`src/rtl/mig_pkg.sv`:
```
package mig_pkg;
  localparam int SEL_W = 3;
  localparam logic [SEL_W-1:0] SEL_CTRL   = 3'd0;
  localparam logic [SEL_W-1:0] SEL_LO0    = 3'd1;
  localparam logic [SEL_W-1:0] SEL_HI0    = 3'd2;
  localparam logic [SEL_W-1:0] SEL_LO1    = 3'd3;
  localparam logic [SEL_W-1:0] SEL_HI1    = 3'd4;
  localparam logic [SEL_W-1:0] SEL_THR_OUT = 3'd5;
  localparam logic [SEL_W-1:0] SEL_THR_IN  = 3'd6;

  typedef struct packed {
    logic strobe_mode;
    logic spare_en;
    logic io_en;
    logic win1_en;
    logic win0_en;
  } guard_ctrl_t;
endpackage

```
`src/rtl/mig_window.sv`:
```
module mig_window #(
  parameter int ADDR_W = 20
) (
  input  logic              en,
  input  logic [ADDR_W-1:0] lo,
  input  logic [ADDR_W-1:0] hi,
  input  logic [ADDR_W-1:0] addr,
  output logic              hit
);
  always_comb begin
    hit = en && (addr >= lo) && (addr <= hi);
  end
endmodule

```
`src/rtl/mig_io_check.sv`:
```
module mig_io_check #(
  parameter int CMD_W = 16,
  parameter int FIELD_LSB = 6,
  parameter logic [CMD_W-1:0] SPARE_LO = 16'h4800,
  parameter logic [CMD_W-1:0] SPARE_HI = 16'h4FFF,
  localparam int FIELD_W = CMD_W - FIELD_LSB
) (
  input  logic               io_en,
  input  logic               spare_en,
  input  logic               dir_out,
  input  logic [CMD_W-1:0]   cmd,
  input  logic [FIELD_W-1:0] thr_out,
  input  logic [FIELD_W-1:0] thr_in,
  output logic               illegal
);
  logic [FIELD_W-1:0] field;
  logic [FIELD_W-1:0] thr_sel;
  logic               over_thr;
  logic               in_spare;

  always_comb begin
    field    = cmd[CMD_W-1:FIELD_LSB];
    thr_sel  = dir_out ? thr_out : thr_in;
    over_thr = io_en && (field >= thr_sel);
    in_spare = spare_en && (cmd >= SPARE_LO) && (cmd <= SPARE_HI);
    illegal  = over_thr || in_spare;
  end
endmodule

```
`src/rtl/mig_protect.sv`:
```
module mig_protect (
  input  logic clk,
  input  logic rst,
  input  logic clr_cmd,
  input  logic strobe_mode,
  input  logic wr_evt,
  output logic prot_flag,
  output logic wp_out
);
  always_ff @(posedge clk) begin
    if (rst) begin
      prot_flag <= 1'b1;
      wp_out    <= 1'b1;
    end else begin
      if (clr_cmd) prot_flag <= 1'b0;
      wp_out <= strobe_mode ? (wr_evt && prot_flag) : prot_flag;
    end
  end

  AST_PROT_STICKY: assert property (@(posedge clk) disable iff (rst)
    !prot_flag |=> !prot_flag);
  AST_PROT_CLEAR_CAUSE: assert property (@(posedge clk) disable iff (rst)
    $fell(prot_flag) |-> $past(clr_cmd));
  AST_STROBE_NEEDS_WRITE: assert property (@(posedge clk) disable iff (rst)
    (wp_out && $past(strobe_mode)) |-> $past(wr_evt));
endmodule

```
`src/rtl/mem_io_guard.sv`:
```
module mem_io_guard
  import mig_pkg::*;
#(
  parameter int ADDR_W = 20,
  parameter int CMD_W = 16,
  parameter int FIELD_LSB = 6,
  parameter logic [CMD_W-1:0] CLR_CMD  = 16'h4003,
  parameter logic [CMD_W-1:0] SPARE_LO = 16'h4800,
  parameter logic [CMD_W-1:0] SPARE_HI = 16'h4FFF
) (
  input  logic              clk,
  input  logic              rst,
  input  logic              cfg_we,
  input  logic [2:0]        cfg_sel,
  input  logic [ADDR_W-1:0] cfg_wdata,
  input  logic              mem_valid,
  input  logic              mem_write,
  input  logic [ADDR_W-1:0] mem_addr,
  input  logic              io_valid,
  input  logic              io_dir,
  input  logic [CMD_W-1:0]  io_cmd,
  output logic              mem_illegal,
  output logic              io_illegal,
  output logic              wp_out
);
  localparam int NUM_WIN = 2;
  localparam int FIELD_W = CMD_W - FIELD_LSB;
  localparam int CTRL_W  = $bits(guard_ctrl_t);

  guard_ctrl_t        ctrl_q;
  logic [ADDR_W-1:0]  lo_q [NUM_WIN];
  logic [ADDR_W-1:0]  hi_q [NUM_WIN];
  logic [FIELD_W-1:0] thr_out_q;
  logic [FIELD_W-1:0] thr_in_q;
  logic [NUM_WIN-1:0] win_en;
  logic [NUM_WIN-1:0] win_hit;
  logic               io_bad;
  logic               prot_flag;

  always_ff @(posedge clk) begin
    if (rst) begin
      ctrl_q    <= '0;
      thr_out_q <= '0;
      thr_in_q  <= '0;
      for (int i = 0; i < NUM_WIN; i++) begin
        lo_q[i] <= '0;
        hi_q[i] <= '0;
      end
    end else if (cfg_we) begin
      case (cfg_sel)
        SEL_CTRL:    ctrl_q    <= guard_ctrl_t'(cfg_wdata[CTRL_W-1:0]);
        SEL_LO0:     lo_q[0]   <= cfg_wdata;
        SEL_HI0:     hi_q[0]   <= cfg_wdata;
        SEL_LO1:     lo_q[1]   <= cfg_wdata;
        SEL_HI1:     hi_q[1]   <= cfg_wdata;
        SEL_THR_OUT: thr_out_q <= cfg_wdata[CMD_W-1:FIELD_LSB];
        SEL_THR_IN:  thr_in_q  <= cfg_wdata[CMD_W-1:FIELD_LSB];
        default: ;
      endcase
    end
  end

  always_comb begin
    win_en = {ctrl_q.win1_en, ctrl_q.win0_en};
  end

  for (genvar w = 0; w < NUM_WIN; w++) begin : g_win
    mig_window #(.ADDR_W(ADDR_W)) u_win (
      .en   (win_en[w]),
      .lo   (lo_q[w]),
      .hi   (hi_q[w]),
      .addr (mem_addr),
      .hit  (win_hit[w])
    );
  end

  mig_io_check #(
    .CMD_W(CMD_W), .FIELD_LSB(FIELD_LSB),
    .SPARE_LO(SPARE_LO), .SPARE_HI(SPARE_HI)
  ) u_io (
    .io_en    (ctrl_q.io_en),
    .spare_en (ctrl_q.spare_en),
    .dir_out  (io_dir),
    .cmd      (io_cmd),
    .thr_out  (thr_out_q),
    .thr_in   (thr_in_q),
    .illegal  (io_bad)
  );

  mig_protect u_prot (
    .clk         (clk),
    .rst         (rst),
    .clr_cmd     (io_valid && (io_cmd == CLR_CMD)),
    .strobe_mode (ctrl_q.strobe_mode),
    .wr_evt      (mem_valid && mem_write),
    .prot_flag   (prot_flag),
    .wp_out      (wp_out)
  );

  always_ff @(posedge clk) begin
    if (rst) begin
      mem_illegal <= 1'b0;
      io_illegal  <= 1'b0;
    end else begin
      mem_illegal <= mem_valid && (|win_hit);
      io_illegal  <= io_valid && io_bad;
    end
  end

  AST_MEM_NEEDS_STROBE: assert property (@(posedge clk) disable iff (rst)
    mem_illegal |-> $past(mem_valid));
  AST_IO_NEEDS_STROBE: assert property (@(posedge clk) disable iff (rst)
    io_illegal |-> $past(io_valid));
  AST_MEM_NEEDS_ENABLE: assert property (@(posedge clk) disable iff (rst)
    mem_illegal |-> $past(ctrl_q.win0_en || ctrl_q.win1_en));
  AST_IO_NEEDS_ENABLE: assert property (@(posedge clk) disable iff (rst)
    io_illegal |-> $past(ctrl_q.io_en || ctrl_q.spare_en));
endmodule

```
`config.mk`:
```
export PLATFORM = sky130hd
export DESIGN_NAME = mem_io_guard
export DESIGN_NICKNAME = d
export VERILOG_FILES = /design/src/rtl/mig_pkg.sv /design/src/rtl/mig_window.sv /design/src/rtl/mig_io_check.sv /design/src/rtl/mig_protect.sv /design/src/rtl/mem_io_guard.sv
export SDC_FILE = /design/constraint.sdc
export NUM_CORES = 1
export LEC_CHECK = 0
export BUFFER_PORTS_ARGS = -buffer_cell sky130_fd_sc_hd__buf_2
export CAP_MARGIN = 20
export CELL_PAD_IN_SITES_DETAIL_PLACEMENT = 1
export CELL_PAD_IN_SITES_GLOBAL_PLACEMENT = 1
export CORE_MARGIN = 3
export CORE_UTILIZATION = 47
export CTS_CLUSTER_SIZE = 16
export DETAILED_ROUTE_END_ITERATION = 7
export HOLD_SLACK_MARGIN = 0.12
export PLACE_DENSITY = 0.87
export SLEW_MARGIN = 25
export SYNTH_ARGS = -nofsm -noshare
export SYNTH_HDL_FRONTEND = slang
export SYNTH_SLANG_ARGS = --single-unit
export TNS_END_PERCENT = 20
```
`constraint.sdc`:
```
create_clock -name clk -period 3.5 [get_ports clk]
set_clock_uncertainty 0.2 [all_clocks]
set_input_delay 0.35 -clock clk [delete_from_list [all_inputs] [get_ports clk]]
set_output_delay 0.35 -clock clk [all_outputs]
set_load 0.03 [all_outputs]
```
==> flow_summary_export.csv <==
group,metric,value,unit
setup_path,start_kind,"register",
sta,final.min_clock_period,2.31,ns
synth,synthDominantCellAreaShare,39.5,%
power_and_ir_drop,cellLeakagePower,3.20,nW
drt,drt-initial-drc-count,256,
drt,postRouteWirelength,17.2,mm
sta,final.period_utilization,66.0,%
setup_path,setup.worst_path.end_class,"register",
final_layout,layout-drive-gt1-share,14.1,%
synth,synthArstFlopShare,0,%
drt,num_vias,4719,
global_routing,gr-max-usage-layer,"met2",
clock_network,clk_pin_slew,0.07,ns
placed_design,pre_cts_slack,0.931,ns
sta,maxSlewViolCount,0,
clock_network,cts_inserted_buffers,9,
setup_path,cp_num_buf_inv,1,
floorplanning,die_width,120,um
synth,ys_seq_elements,109,
sta,setup-tns-final,0,ns
floorplanning,core-area,12300,sq um
setup_path,cp_top_family,"compound AO/OA/AOI/OAI gates",
setup_path,worst-setup-path-type,"reg -> reg",
global_routing,groute.layer.met3.usage,3.35,%
sta,whs,0.130,ns
floorplanning,initial_core_util,49.4,%
clock_network,tritoncts,"done",
synth,synth_enable_flop_cells,80,
drt,firstDrtPassIters,5,
synth,postSynthNetCount,728,
clock_network,cts_root_buffer,"clkbuf_16",
setup_path,largest_stage_delay_worst_path,0.40,ns
power_and_ir_drop,vdd_ir_drop_max,0.000224,V
clock_network,htree_levels,3,
run,cap_violations,0,
run_status,status,"finished, final reports clean",
synth,dominantRegCellSynth,"edfxtp_1",
synth,syn_area_per_cell,10.6,sq um
sta,maxClockFrequency,0.433,GHz
sta,grt_setup_unrepaired,"false",
power_and_ir_drop,design_power_total,3.04,mW
floorplanning,floorplan.rows,40,
setup_path,slowest_stage,"edfxtp_1",
placed_design,hpwlAfterDp,12.4,mm
sta,setup_ws,1.19,ns
final_layout,number_of_nets_in_the_final_layout,817,
setup_path,cp_num_cells,8,
floorplanning,die_h,120,um
sta,slew_headroom,50.3,%
synth,yosysWarnings,0,
synth,post-synth-top-count-cell,"ha_1",
setup_path,worst_r2r_startpoint,"lo_q[0][2]",
setup_path,path_max_fanout,2,
final_layout,layout.filler_cells,1378,
drt,routed_wire_length_per_instance,20.7,um
setup_path,path_cells,"inv_1 -> ha_1 -> a211o_1 -> a31oi_1 -> o221ai_1 -> a221oi_1 -> o31ai_1 -> a32o_1",
synth,mappedNetlistArea,6080,sq um
global_routing,grt_antenna_before_repair,0,
synth,distinct_cell_type_count_after_synthesis,43,
setup_path,worstPathArrival,2.36,ns
global_routing,globalRouteTotalUtil,25.1,%
setup_path,cp-endpoint,"mem_illegal",
synth,yosysSeqAreaShare,49.0,%
synth,synth.largest_area_cell,"edfxtp_1",
worst_hold_path,hold_path.class,"in -> reg",
global_routing,grt_use_met2,44.2,%
synth,synth_area_leaders,"edfxtp_1 (39%), ha_1 (19%), dfxtp_1 (9.5%), inv_1 (4.9%), and2_1 (4.3%)",
final_layout,antennaDiodeCount,0,
drt,post_drt_via_cell_ratio,5.67,
sta,max_slew.worst_pin.slew,0.742,ns
drt,drt_drc_violations_left,0,
clock_network,clkLatencyLatePin,0.36,ns
drt,detail-route-antenna-nets,0,
clock_network,numClockSinks,109,
placed_design,port_buffers,68,
clock_network,cts_buffer_depth,2,
setup_path,timing.rr.end,"mem_illegal",
synth,synth_top_cells_by_count,"ha_1 (90), edfxtp_1 (80), inv_1 (79)",
global_routing,use_met1,30.9,%
floorplanning,design.portCount,69,
setup_path,critical_path.startpoint,"lo_q[0][2]",
placed_design,gp_congestion,0.850,
floorplanning,die-area,14300,sq um
sta,setup_viol,0,
synth,syn_inst,572,
global_routing,grt_start_max_net_pins,36,
global_routing,first_global_vias,5263,
setup_path,cells_on_worst_reg2reg_path,8,
global_routing,grt-ovfl-total,0,
final_layout,syn_to_final_growth,17.2,%
clock_network,cts.repair_timing.setup_buffer_count,0,
power_and_ir_drop,power_per_cell_area,427,nW/um^2
sta,finalHoldViolations,0,
global_routing,grt_pass1_wl,27.9,mm
setup_path,r2r_setup_slk,1.19,ns
setup_path,cp.required,3.55,ns
[state kept, by name (all words and copies together) (netlist names)]
| register | cells |
|---|---|
| u_prot.wp_out | 1 |
| lo_q | 40 |
| mem_illegal | 1 |
| u_prot.prot_flag | 1 |
| thr_in_q | 10 |
| io_illegal | 1 |
| thr_out_q | 10 |
| ctrl_q | 5 |
| hi_q | 40 |
[how the worst min path moves through the flow]
stage / from / endpoint / slack [ns] / cells past startpoint
floorplan: u_prot.prot_flag / u_prot.wp_out / 0.22 / 1
global placement: u_prot.prot_flag / u_prot.wp_out / 0.24 / 1
detailed placement: u_prot.prot_flag / u_prot.wp_out / 0.25 / 1
CTS: cfg_wdata[17] / lo_q[0][17] / 0.12 / 2
global route: cfg_wdata[17] / lo_q[0][17] / 0.15 / 2
finish: io_cmd[1] / u_prot.prot_flag / 0.13 / 4
[metal layers]
metal,part of all wire (%),vias up
li1,-,2195
met2,50,159
met5,0,-
met1,42,2316
met4,3.7,0
met3,4.6,49
[kinds of logic (layout without fill, tap and decap cells)]
logic type,Yosys count,count (layout),share of synthesized area [%]
AND/OR/NAND/NOR,168,168,14.1
AO/OA/AOI/OAI,98,98,10.1
multiplexers,15,15,2.49
buffers and inverters,91,184,5.62
XOR/XNOR,1,1,0.144
adder cells (fa/ha/maj),90,90,18.5
flip-flops,109,109,49.0
[layout make-up]
cell class                      count  area [sq um]  share of cell area, %
Clock buffer                       10           250                   3.51
Clock inverter                      5          66.3                  0.930
Inverter                           79           297                   4.16
Multi-Input combinational cell    372          2770                   38.8
Sequential cell                   109          2980                   41.9
Tap cell                          168           210                   2.95
Timing Repair Buffer               90           553                   7.76
[timing repair]
| action | CTS | global route |
|---|---|---|
| resized for setup | 0 | 0 |
| hold endpoints to repair | 33 | 0 |
| hold buffers | 19 | 0 |
[power breakdown]
group	internal, mW	leakage (nW)	switching, mW
Combinational	0.185	2.03	0.273
Clock	0.605	0.157	0.492
Sequential	1.46	1.01	0.0284
[worst min-delay path: cells and delay by family]
family,cells,cell delay [ns]
buffers and inverters,1,0.10
AND/OR/NAND/NOR,2,0.13
AO/OA/AOI/OAI,1,0.08
[layout by cell type (no fill, tap or decap), types with 2 or more instances in the layout]
| master | synthesis | final |
|---|---|---|
| ha_1 | 90 | 90 |
| edfxtp_1 | 80 | 80 |
| inv_1 | 79 | 79 |
| buf_2 | 0 | 68 |
| nand2_1 | 60 | 60 |
| a21oi_1 | 46 | 46 |
| and2_1 | 42 | 42 |
| dfxtp_1 | 29 | 29 |
| dlygate4sd3_1 | 0 | 19 |
| nor2_1 | 16 | 16 |
| a21o_1 | 16 | 15 |
| mux2i_1 | 14 | 14 |
| nand3_1 | 12 | 12 |
| nand4_1 | 11 | 11 |
| o21ai_0 | 10 | 10 |
| clkbuf_16 | 0 | 10 |
| a211oi_1 | 6 | 6 |
| nand2b_1 | 5 | 5 |
| nor2b_1 | 5 | 5 |
| nor3_1 | 6 | 5 |
| a31o_2 | 3 | 3 |
| and4_1 | 3 | 3 |
| buf_4 | 0 | 3 |
| nor3_2 | 1 | 2 |
| o211ai_1 | 2 | 2 |
| o41a_1 | 2 | 2 |
| a211o_1 | 2 | 2 |
| nor4_1 | 2 | 2 |
| inv_8 | 0 | 2 |
[stage by stage]
stage          instance area (sq um)  std cells  utilization [%]
2_1_floorplan                   6080        572                -
3_3_place_gp                    6620        799             53.8
3_5_place_dp                    6620        799             53.8
4_1_cts                         7130        833             57.9
5_1_grt                         7130        833             57.9
6_report                        7130        833             57.9
(Power assumes the default switching activity.)
